## src/rtl/segx_pkg.sv

```systemverilog
// Shared encodings for the segment translator.
// Assumes six architectural segments with fixed numbering.
package segx_pkg;
    typedef enum logic [1:0] {
        OP_READ  = 2'd0,
        OP_WRITE = 2'd1,
        OP_FETCH = 2'd2,
        OP_RSVD  = 2'd3
    } op_e;

    typedef enum logic [1:0] {
        FLT_NONE  = 2'd0,
        FLT_LIMIT = 2'd1,
        FLT_PERM  = 2'd2,
        FLT_INDEX = 2'd3
    } fault_e;

    localparam int SEG_COUNT = 6;
    localparam int SEG_ID_W  = 3;
    localparam logic [SEG_ID_W-1:0] SEG_CODE  = 3'd0;
    localparam logic [SEG_ID_W-1:0] SEG_STACK = 3'd1;
    localparam logic [SEG_ID_W-1:0] SEG_DATA  = 3'd2;
endpackage

```

## src/rtl/segx_select.sv

```systemverilog
// Picks the segment register for an access.
// Priority: fetch -> code, stack -> stack, valid override -> named, else data.
// Assumes op codes from segx_pkg; purely combinational.
module segx_select
    import segx_pkg::*;
(
    input  logic [1:0]          op,
    input  logic                stack,
    input  logic                ovr_en,
    input  logic [SEG_ID_W-1:0] ovr_seg,
    output logic [SEG_ID_W-1:0] seg_id
);
    // Resolve implicit segment first, then the data override.
    always_comb begin
        if (op == OP_FETCH) begin
            seg_id = SEG_CODE;
        end else if (stack) begin
            seg_id = SEG_STACK;
        end else if (ovr_en && (ovr_seg < SEG_ID_W'(SEG_COUNT))) begin
            seg_id = ovr_seg;
        end else begin
            seg_id = SEG_DATA;
        end
    end
endmodule

```

## src/rtl/segx_regfile.sv

```systemverilog
// Holds the segment registers and the descriptor table.
// One write port; two combinational read ports that show pre-write contents.
// Assumes IDX_W can address both the segments and the descriptors.
module segx_regfile
    import segx_pkg::*;
#(
    parameter int SEL_W  = 16,
    parameter int PA_W   = 32,
    parameter int OFF_W  = 32,
    parameter int DESC_N = 8,
    parameter int IDX_W  = 3,
    parameter int DW     = PA_W + OFF_W + 4
) (
    input  logic                clk,
    input  logic                rst_n,
    input  logic                wr_en,
    input  logic                wr_sel,
    input  logic [IDX_W-1:0]    wr_idx,
    input  logic [DW-1:0]       wr_data,
    input  logic [SEG_ID_W-1:0] rd_seg_id,
    output logic [SEL_W-1:0]    rd_sel,
    input  logic [IDX_W-1:0]    rd_idx,
    output logic [PA_W-1:0]     rd_base,
    output logic [OFF_W-1:0]    rd_limit,
    output logic                rd_r,
    output logic                rd_w,
    output logic                rd_x,
    output logic                rd_valid
);
    localparam int R_BIT = PA_W + OFF_W;
    localparam int W_BIT = R_BIT + 1;
    localparam int X_BIT = R_BIT + 2;
    localparam int V_BIT = R_BIT + 3;

    logic [SEG_COUNT-1:0][SEL_W-1:0] seg_a;
    logic [DESC_N-1:0][PA_W-1:0]     base_a;
    logic [DESC_N-1:0][OFF_W-1:0]    limit_a;
    logic [DESC_N-1:0][3:0]          attr_a;   // {valid, x, w, r}

    for (genvar s = 0; s < SEG_COUNT; s++) begin : g_seg
        logic [SEL_W-1:0] seg_q;

        // Load one segment register from the write port.
        always_ff @(posedge clk) begin
            if (!rst_n) begin
                seg_q <= '0;
            end else if (wr_en && !wr_sel && (wr_idx == IDX_W'(s))) begin
                seg_q <= wr_data[SEL_W-1:0];
            end
        end

        assign seg_a[s] = seg_q;

        assert_seg_load_R10: assert property (@(posedge clk) disable iff (!rst_n)
            (wr_en && !wr_sel && (wr_idx == IDX_W'(s))) |=> (seg_q == $past(wr_data[SEL_W-1:0])));
    end

    for (genvar k = 0; k < DESC_N; k++) begin : g_desc
        logic [PA_W-1:0]  base_q;
        logic [OFF_W-1:0] limit_q;
        logic [3:0]       attr_q;

        // Load one descriptor entry; reset leaves it invalid.
        always_ff @(posedge clk) begin
            if (!rst_n) begin
                base_q  <= '0;
                limit_q <= '0;
                attr_q  <= '0;
            end else if (wr_en && wr_sel && (wr_idx == IDX_W'(k))) begin
                base_q  <= wr_data[PA_W-1:0];
                limit_q <= wr_data[R_BIT-1:PA_W];
                attr_q  <= {wr_data[V_BIT], wr_data[X_BIT], wr_data[W_BIT], wr_data[R_BIT]};
            end
        end

        assign base_a[k]  = base_q;
        assign limit_a[k] = limit_q;
        assign attr_a[k]  = attr_q;

        assert_desc_valid_load_R10: assert property (@(posedge clk) disable iff (!rst_n)
            (wr_en && wr_sel && (wr_idx == IDX_W'(k))) |=> (attr_q[3] == $past(wr_data[V_BIT])));
    end

    // Read the segment chosen by the selector logic.
    always_comb begin
        rd_sel = '0;
        for (int i = 0; i < SEG_COUNT; i++) begin
            if (rd_seg_id == SEG_ID_W'(i)) rd_sel = seg_a[i];
        end
    end

    // Read the descriptor named by the selector value.
    always_comb begin
        rd_base  = '0;
        rd_limit = '0;
        {rd_valid, rd_x, rd_w, rd_r} = 4'b0;
        for (int i = 0; i < DESC_N; i++) begin
            if (rd_idx == IDX_W'(i)) begin
                rd_base  = base_a[i];
                rd_limit = limit_a[i];
                {rd_valid, rd_x, rd_w, rd_r} = attr_a[i];
            end
        end
    end
endmodule

```

## src/rtl/segx_xlate.sv

```systemverilog
// Forms the physical address and the fault code for one access.
// Unprotected: shifted segment value plus offset, no checks.
// Protected: index check, then limit, then rights, then base plus offset.
// Assumes the descriptor inputs belong to sel; combinational.
module segx_xlate
    import segx_pkg::*;
#(
    parameter int SEL_W  = 16,
    parameter int PA_W   = 32,
    parameter int OFF_W  = 32,
    parameter int DESC_N = 8,
    parameter int SHIFT  = 4
) (
    input  logic             prot_en,
    input  logic [1:0]       op,
    input  logic [SEL_W-1:0] sel,
    input  logic [OFF_W-1:0] offset,
    input  logic [PA_W-1:0]  base,
    input  logic [OFF_W-1:0] limit,
    input  logic             perm_r,
    input  logic             perm_w,
    input  logic             perm_x,
    input  logic             desc_valid,
    output logic [1:0]       fault,
    output logic [PA_W-1:0]  addr
);
    logic [PA_W-1:0] off_ext;
    logic [PA_W-1:0] real_base;
    logic            right_ok;
    logic            sel_in_range;

    assign off_ext      = PA_W'(offset);
    assign real_base    = PA_W'(sel) << SHIFT;
    assign sel_in_range = (32'(sel) < DESC_N);

    // Match the access type against the descriptor rights.
    always_comb begin
        unique case (op)
            OP_WRITE: right_ok = perm_w;
            OP_FETCH: right_ok = perm_x;
            default:  right_ok = perm_r;
        endcase
    end

    // Rank the faults and pick the address.
    always_comb begin
        fault = FLT_NONE;
        addr  = '0;
        if (!prot_en) begin
            addr = real_base + off_ext;
        end else if (!sel_in_range || !desc_valid) begin
            fault = FLT_INDEX;
        end else if (offset > limit) begin
            fault = FLT_LIMIT;
        end else if (!right_ok) begin
            fault = FLT_PERM;
        end else begin
            addr = base + off_ext;
        end
    end
endmodule

```

## src/rtl/segx_unit.sv

```systemverilog
// Top of the segment translator: selection, tables, check and result register.
// The result appears one cycle after req_valid; idle cycles give zeros.
// Assumes a synchronous active-low reset and a single clock.
module segx_unit
    import segx_pkg::*;
#(
    parameter int SEL_W  = 16,
    parameter int PA_W   = 32,
    parameter int OFF_W  = 32,
    parameter int DESC_N = 8,
    parameter int SHIFT  = 4,
    parameter int IDX_W  = ($clog2(DESC_N) > SEG_ID_W) ? $clog2(DESC_N) : SEG_ID_W,
    parameter int DW     = PA_W + OFF_W + 4
) (
    input  logic             clk,
    input  logic             rst_n,
    input  logic             prot_en,
    input  logic             req_valid,
    input  logic [1:0]       req_op,
    input  logic             req_stack,
    input  logic             req_ovr_en,
    input  logic [2:0]       req_ovr_seg,
    input  logic [OFF_W-1:0] req_offset,
    input  logic             wr_en,
    input  logic             wr_sel,
    input  logic [IDX_W-1:0] wr_idx,
    input  logic [DW-1:0]    wr_data,
    output logic             rsp_valid,
    output logic [1:0]       rsp_fault,
    output logic [PA_W-1:0]  rsp_addr
);
    logic [SEG_ID_W-1:0] seg_id;
    logic [SEL_W-1:0]    sel;
    logic [PA_W-1:0]     d_base;
    logic [OFF_W-1:0]    d_limit;
    logic                d_r, d_w, d_x, d_valid;
    logic [1:0]          x_fault;
    logic [PA_W-1:0]     x_addr;

    segx_select u_select (
        .op      (req_op),
        .stack   (req_stack),
        .ovr_en  (req_ovr_en),
        .ovr_seg (req_ovr_seg),
        .seg_id  (seg_id)
    );

    segx_regfile #(
        .SEL_W (SEL_W), .PA_W (PA_W), .OFF_W (OFF_W),
        .DESC_N(DESC_N), .IDX_W (IDX_W), .DW (DW)
    ) u_regs (
        .clk       (clk),
        .rst_n     (rst_n),
        .wr_en     (wr_en),
        .wr_sel    (wr_sel),
        .wr_idx    (wr_idx),
        .wr_data   (wr_data),
        .rd_seg_id (seg_id),
        .rd_sel    (sel),
        .rd_idx    (sel[IDX_W-1:0]),
        .rd_base   (d_base),
        .rd_limit  (d_limit),
        .rd_r      (d_r),
        .rd_w      (d_w),
        .rd_x      (d_x),
        .rd_valid  (d_valid)
    );

    segx_xlate #(
        .SEL_W (SEL_W), .PA_W (PA_W), .OFF_W (OFF_W),
        .DESC_N(DESC_N), .SHIFT (SHIFT)
    ) u_xlate (
        .prot_en    (prot_en),
        .op         (req_op),
        .sel        (sel),
        .offset     (req_offset),
        .base       (d_base),
        .limit      (d_limit),
        .perm_r     (d_r),
        .perm_w     (d_w),
        .perm_x     (d_x),
        .desc_valid (d_valid),
        .fault      (x_fault),
        .addr       (x_addr)
    );

    // Register the result; an idle cycle clears it.
    always_ff @(posedge clk) begin
        if (!rst_n) begin
            rsp_valid <= 1'b0;
            rsp_fault <= FLT_NONE;
            rsp_addr  <= '0;
        end else begin
            rsp_valid <= req_valid;
            rsp_fault <= req_valid ? x_fault : FLT_NONE;
            rsp_addr  <= req_valid ? x_addr  : '0;
        end
    end

    assert_rsp_follows_req_R2: assert property (@(posedge clk) disable iff (!rst_n)
        rsp_valid == ($past(req_valid) && $past(rst_n)));

    assert_idle_quiet_R2: assert property (@(posedge clk) disable iff (!rst_n)
        !rsp_valid |-> ((rsp_fault == FLT_NONE) && (rsp_addr == '0)));

    assert_unprotected_no_fault_R5: assert property (@(posedge clk) disable iff (!rst_n)
        (rsp_valid && $past(rst_n) && !$past(prot_en)) |-> (rsp_fault == FLT_NONE));

    assert_fault_blanks_addr_R7: assert property (@(posedge clk) disable iff (!rst_n)
        (rsp_fault != FLT_NONE) |-> (rsp_addr == '0));
endmodule

```

## config.mk

```make
export PLATFORM = sky130hd
export DESIGN_NAME = segx_unit
export DESIGN_NICKNAME = d
export VERILOG_FILES = /design/src/rtl/segx_pkg.sv /design/src/rtl/segx_select.sv /design/src/rtl/segx_regfile.sv /design/src/rtl/segx_xlate.sv /design/src/rtl/segx_unit.sv
export SDC_FILE = /design/constraint.sdc
export NUM_CORES = 2
export LEC_CHECK = 0
export BUFFER_PORTS_ARGS = -buffer_cell sky130_fd_sc_hd__buf_2
export CELL_PAD_IN_SITES_DETAIL_PLACEMENT = 0
export CELL_PAD_IN_SITES_GLOBAL_PLACEMENT = 1
export CORE_MARGIN = 1
export CORE_UTILIZATION = 50
export CTS_CLUSTER_SIZE = 20
export DETAILED_ROUTE_END_ITERATION = 10
export PLACE_DENSITY = 0.84
export SKIP_CTS_REPAIR_TIMING = 1
export SYNTH_ARGS = -nofsm -noshare
export SYNTH_HDL_FRONTEND = slang
export SYNTH_SLANG_ARGS = --single-unit
```

## constraint.sdc

```tcl
create_clock -name clk -period 14.1 [get_ports clk]
set_input_delay 0 -clock clk [delete_from_list [all_inputs] [get_ports clk]]
set_output_delay 0 -clock clk [all_outputs]
set_load 0.01 [all_outputs]
```

# Yosys cells after proc, flatten, opt, wreduce, memory -nomap -nowiden
# Index checks and enable logic that the tools add are counted.
[word_totals]
input_bits = 116
reg_bits = 675
word_cells = 150
[op_classes]
reduce_logical = 26
muxes = 65
order_cmp = 3
eq_ne = 21
addsub = 2
[op_table]
columns = ["cell", "count"]
rows = [
  ["32-bit 2-to-1 mux", 20],
  ["16-bit 2-to-1 mux", 6],
  ["20-bit by 32-bit adder with 32-bit output", 1],
  ["32-bit adder", 1],
  ["32-bit > comparator", 1],
  ["1-bit 2-to-1 mux", 32],
  ["3-bit == test (second input constant)", 10],
  ["3-bit by 2-bit == test with 1-bit output (second input constant)", 6],
  ["1-bit logical AND", 17],
  ["16-bit by 4-bit less-than comparator with 1-bit output (second input constant)", 1],
  ["3-bit by 1-bit == test with 1-bit output (second input constant)", 3],
  ["3-bit zero test", 3],
  ["3-bit 2-to-1 mux", 3],
  ["2-bit 2-to-1 mux", 3],
  ["1-bit zero test", 3],
  ["3-bit less-than comparator (second input constant)", 1],
  ["3-bit AND reduction", 1],
  ["2-bit by 1-bit == test with 1-bit output (second input constant)", 1],
  ["2-bit == test (second input constant)", 1],
  ["1-bit one-hot mux with 2 select lines", 1],
  ["2-bit AND reduction", 1],
  ["1-bit logical OR", 1],
]

# Logic depth before layout (Yosys ltp)
[logic_depth]
ltp_word = 26
mapped_depth = 32
depth_no_buf = 26

# Modules after synthesis
# From an unflattened synthesis, not the netlist that was laid out.
[unflattened]
cells_unflattened = 4159
hier_area_um2 = 34340.4
[modules_own_cells]
columns = ["module", "n_inst", "cells_per_inst", "area_per_inst_um2"]
rows = [
  ["segx_regfile", 1, 3522, 29418.2],
  ["segx_xlate", 1, 553, 3896.2],
  ["segx_unit", 1, 76, 980.9],
  ["segx_select", 1, 8, 45.0],
]

# Least setup slack after synthesis
# OpenSTA, ideal clock, no wires.
[synth_timing]
path_type = "input port to flip-flop"
startpoint = "in req_op[0]"
endpoint = "reg rsp_addr[30]"
path_stages = 26
slack_ps = 8802
arrival_time_ps = 5176
n_path_buf = 4
path_cell_list = "inv_1 -> ha_1 -> buf_2 -> or3b_1 -> or2_2 -> a211oi_1 -> o2bb2ai_4 -> inv_2 -> buf_6 -> clkbuf_1 -> nand3_1 -> clkbuf_1 -> o22ai_1 -> a221oi_1 -> ha_1 -> fa_1 -> nand3_1 -> a21oi_1 -> o21a_1 -> o21ba_2 -> o41a_1 -> o21ai_0 -> o21ai_0 -> a21oi_1 -> xor2_1 -> o21ai_0"
[synth_between]
elab_chain_len = 23
elab_cells_between_ends = 83
[synth_lines]
columns = ["element", "line_no", "rtl"]
rows = [
  ["start: declaration", "segx_unit.sv:19", "input logic [1:0] req_op,"],
  ["2-bit == test", "segx_select.sv:15, segx_xlate.sv:38", ""],
  ["3-bit 2-to-1 mux", "segx_select.sv:15", "if (op == OP_FETCH) begin"],
  ["3-bit zero test", "segx_regfile.sv:88", "if (rd_seg_id == SEG_ID_W'(i)) rd_sel = seg_a[i];"],
  ["16-bit 2-to-1 mux (6 in a row)", "segx_regfile.sv:88", ""],
  ["3-bit zero test", "segx_regfile.sv:98", "if (rd_idx == IDX_W'(i)) begin"],
  ["32-bit 2-to-1 mux or 1-bit 2-to-1 mux (tied branches) (8 in a row)", "segx_regfile.sv:98", ""],
  ["32-bit adder or 1-bit one-hot mux with 2 select lines (tied branches)", "segx_xlate.sv:58, segx_xlate.sv:38", ""],
  ["32-bit 2-to-1 mux", "segx_xlate.sv:55", "end else if (!right_ok) begin"],
  ["32-bit 2-to-1 mux", "segx_xlate.sv:53", "end else if (offset > limit) begin"],
  ["32-bit 2-to-1 mux", "segx_xlate.sv:51", "end else if (!sel_in_range || !desc_valid) begin"],
  ["32-bit 2-to-1 mux (*)", "segx_xlate.sv:49", "if (!prot_en) begin"],
  ["end signal: assignment", "segx_unit.sv:96", "rsp_addr <= req_valid ? x_addr : '0;"],
  ["end: declaration", "segx_unit.sv:30", "output logic [PA_W-1:0] rsp_addr"],
]
# Mark *: on every way between the ends. The rest lies on a longest branch, timed or not.
# A chain may end at the register's enable or synchronous reset.

# Worst setup path in the final report
[layout_timing]
startpoint = "in req_op[0]"
endpoint = "reg rsp_addr[7]"
# The elaborated chain is that of the path after synthesis.

==> results.json <==
{
  "die_y_um": 261,
  "worstPathRequired_ns": 14.65,
  "syn-instance-count": 4445,
  "crit_slowest_cell": "and4b_1",
  "power_switching_w": 0.00117,
  "ant_nets": 0,
  "netlist_area_um2": 33500,
  "outcome": "finished with violations",
  "worstMarginPinSlew_ns": 1.23,
  "r2r_end": "rsp_addr[7]",
  "synth_seq_cells": 675,
  "cts_buffers": 76,
  "area_growth_pct": 12.5,
  "drt_wl_total_um": 115000,
  "hp-start": "wr_en",
  "internal_power_w": 0.00329,
  "rrSetupSlack_ns": 6.58,
  "clk_pin_slew_ns": 0.06,
  "antenna_found_initial": 1,
  "worst_hold_slack_ns": -0.00417,
  "peakVddDrop_mv": 0.0799,
  "coreArea_um2": 66000,
  "maxSlewHeadroom": 0.177,
  "die_area_um2": 68000,
  "io_pins": 151,
  "wl_per_cell_um": 21.4,
  "htree_levels": 3,
  "grt_start_max_net_pins": 122,
  "critical-path-max-stage-delay_ns": 1.05,
  "ys_seq_area_frac": 0.404,
  "final-seq-area_um2": 13500,
  "finClkSkew_ns": 0.0209,
  "grt_pass1_vias": 28100,
  "postLayoutCoreUtil": 0.571,
  "synth_cell_type_count": 84,
  "endpoint": "rsp_addr[7]",
  "min_path_type": "in -> reg",
  "period_share": 0.553,
  "routed-via-count": 31000,
  "violations": "design-rule violations, negative hold slack",
  "async_reset_ff_frac": 0,
  "clk_latency_ns": 0.62,
  "p_per_area_nw_per_um2": 118,
  "root_buffer": "clkbuf_16",
  "synth_edf_count": 0,
  "p_comb_frac": 0.119,
  "p_leak_nw": 13.3,
  "arrival_ns": 8.35,
  "overflow": 0,
  "drt_iter0_markers": 3343,
  "rsz0062_at_grt": "false",
  "seq_power_share": 0.437,
  "fin_crit_ns": 7.79,
  "via_per_inst": 5.78,
  "setup_viol": 0,
  "synthesis.nets": 4652,
  "crit_path_max_fanout": 42,
  "max_freq_mhz": 128,
  "grt_use_total": 0.331,
  "avgSynthCellArea_um2": 7.53,
  "grt_pass1_wl_um": 173000,
  "timing.rr.start": "u_regs.g_seg[1].seg_q[0]",
  "drc": 40,
  "hpwl_um": 67300,
  "p_clk_frac": 0.444,
  "nFillCells": 6248,
  "worst-r2r-cell-count": 24,
  "io_buffers": 150,
  "die_w_um": 261,
  "cts_tree": "done",
  "finalMaxSlewViolations": 0,
  "first_pass_iters": 8,
  "start_util": 0.507,
  "critPathCaptureType": "register",
  "multi_input_area_um2": 18400,
  "max_cap_violations": 0,
  "critPathLaunchType": "primary input",
  "cts.sinks": 675,
  "setup.worst_path.class": "in -> reg",
  "p_sw_frac": 0.262,
  "clock_path_buffers": 3,
  "crit_start": "req_op[0]",
  "setup_tns_ns": 0,
  "globalplace.congestion": 0.958,
  "total_power_w": 0.00445,
  "synth_flop_cell": "dfxtp_1",
  "drive_above_1_share": 0.0818,
  "rows": 94,
  "fin_nets": 4651,
  "synth_warnings": 0,
  "hold_violations": 3
}
[synthesized netlist by cell type, types with 4 or more instances]
| cell | number | area, um2 |
|---|---|---|
| nand2_1 | 1716 | 6440 |
| dfxtp_1 | 675 | 13500 |
| a21boi_0 | 641 | 4810 |
| clkbuf_1 | 266 | 998 |
| nand3_1 | 184 | 921 |
| nor2_1 | 101 | 379 |
| a21oi_1 | 99 | 495 |
| ha_1 | 89 | 1110 |
| o21ai_0 | 70 | 350 |
| a221oi_1 | 57 | 499 |
| buf_1 | 38 | 143 |
| a21o_1 | 34 | 255 |
| and3_1 | 33 | 206 |
| buf_4 | 33 | 248 |
| o22ai_1 | 30 | 188 |
| xnor2_1 | 29 | 254 |
| nor3_1 | 26 | 130 |
| a31oi_1 | 23 | 144 |
| clkbuf_2 | 21 | 105 |
| a221o_1 | 19 | 190 |
| inv_1 | 19 | 71.3 |
| xor2_1 | 19 | 166 |
| a211oi_1 | 16 | 120 |
| a22oi_1 | 15 | 113 |
| mux2i_1 | 15 | 150 |
| nand4_1 | 14 | 87.6 |
| buf_2 | 13 | 65.1 |
| o21a_1 | 12 | 90.1 |
| nor2b_1 | 10 | 62.6 |
| or3_1 | 10 | 62.6 |
| a22oi_2 | 8 | 100 |
| nand2b_1 | 8 | 50.1 |
| nor4_1 | 7 | 43.8 |
| o21ai_1 | 7 | 35.0 |
| o211ai_1 | 6 | 45.0 |
| buf_6 | 5 | 56.3 |
| a222oi_1 | 4 | 40.0 |
| a31o_2 | 4 | 35.0 |
| o21bai_1 | 4 | 30.0 |
| o31ai_1 | 4 | 30.0 |
[kinds of logic after synthesis]
group,synth area share
buffers and inverters,0.0509
XOR/XNOR,0.0126
flip-flops,0.404
multiplexers,0.00527
AO/OA/AOI/OAI,0.236
AND/OR/NAND/NOR,0.257
adder cells (fa/ha/maj),0.0345
[area by class of cell]
class                   instances  share of cell area
multi-input cells            3371               0.488
repair buffers                297              0.0568
flip-flops and latches        675               0.359
diodes                          1           0.0000665
clock inverters                19             0.00618
inverters                      23             0.00249
clock buffers                 112              0.0587
well taps                     864              0.0287
[per-layer routing]
layer / track usage / routed length [um] / vias to the layer above
met5: 0 / 0 / -
li1: - / - / 14900
met4: 0.105 / 3520 / 0
met1: 0.465 / 51100 / 14700
met3: 0.0487 / 9320 / 199
met2: 0.519 / 50700 / 1193
[worst max-delay path: cells and delay by family]
kind / cells / cell delay, ns
AND/OR/NAND/NOR: 11 / 3.57
AO/OA/AOI/OAI: 10 / 2.32
buffers and inverters: 6 / 1.73
adder cells (fa/ha/maj): 2 / 0.66
[worst min-delay path by stage]
stage | to | slack, ns | cells after the start
final | u_regs.g_desc[7].base_q[1] | -0.004 | 5
after global routing | rsp_addr[23] | 0.009 | 4
after CTS | u_regs.g_desc[2].limit_q[17] | -0.32 | 3
after detailed placement | u_regs.g_desc[2].limit_q[17] | 0.34 | 3
after global placement | u_regs.g_desc[2].limit_q[17] | 0.33 | 3
after floorplan | u_regs.g_desc[7].base_q[0] | 0.14 | 2
[state kept, by name, summed over array words and instances (netlist names)]
signal and count:
rsp_fault 2, u_regs.g_desc.base_q 256, u_regs.g_desc.attr_q 32, u_regs.g_seg.seg_q 96, rsp_addr 32, rsp_valid 1
u_regs.g_desc.limit_q 256
[power by group through the flow]
| stage | clock [W] | sequential [W] | combinational (W) |
|---|---|---|---|
| 3_5_place_dp | 0 | 0.00199 | 0.000499 |
| 3_3_place_gp | 0 | 0.00199 | 0.000498 |
| 6_report | 0.00198 | 0.00195 | 0.000531 |
| 4_1_cts | 0.00200 | 0.00195 | 0.000501 |
| 2_1_floorplan | 0 | 0.00199 | 0.000321 |
| 5_1_grt | 0.00207 | 0.00195 | 0.000569 |
[cells in the final DEF, fill, tap and decap left out, drive strengths merged, types with 24 or more instances in the layout]
cell,synthesis,final
nor3,28,28
clkbuf,287,112
inv,22,24
dlygate4sd3,0,94
dfxtp,675,675
xnor2,29,29
ha,89,89
o21ai,77,77
and3,33,33
a21oi,100,100
buf,89,203
nand3,184,184
a21boi,641,641
nor2,104,104
o22ai,30,30
a21o,34,34
a221oi,59,59
nand2,1716,1716
[through the flow]
| step | worst slack [ns] | std cells | cell area (um2) |
|---|---|---|---|
| 3_3_place_gp | 6.26 | 5136 | 34300 |
| 4_1_cts | 6.70 | 5267 | 36700 |
| 2_1_floorplan | 8.80 | 4445 | 33500 |
| 5_1_grt | 5.81 | 5362 | 37600 |
| 3_5_place_dp | 6.08 | 5136 | 34300 |
| 6_report | 6.31 | 5362 | 37600 |
Note: power is estimated with default switching activity, not from simulation.
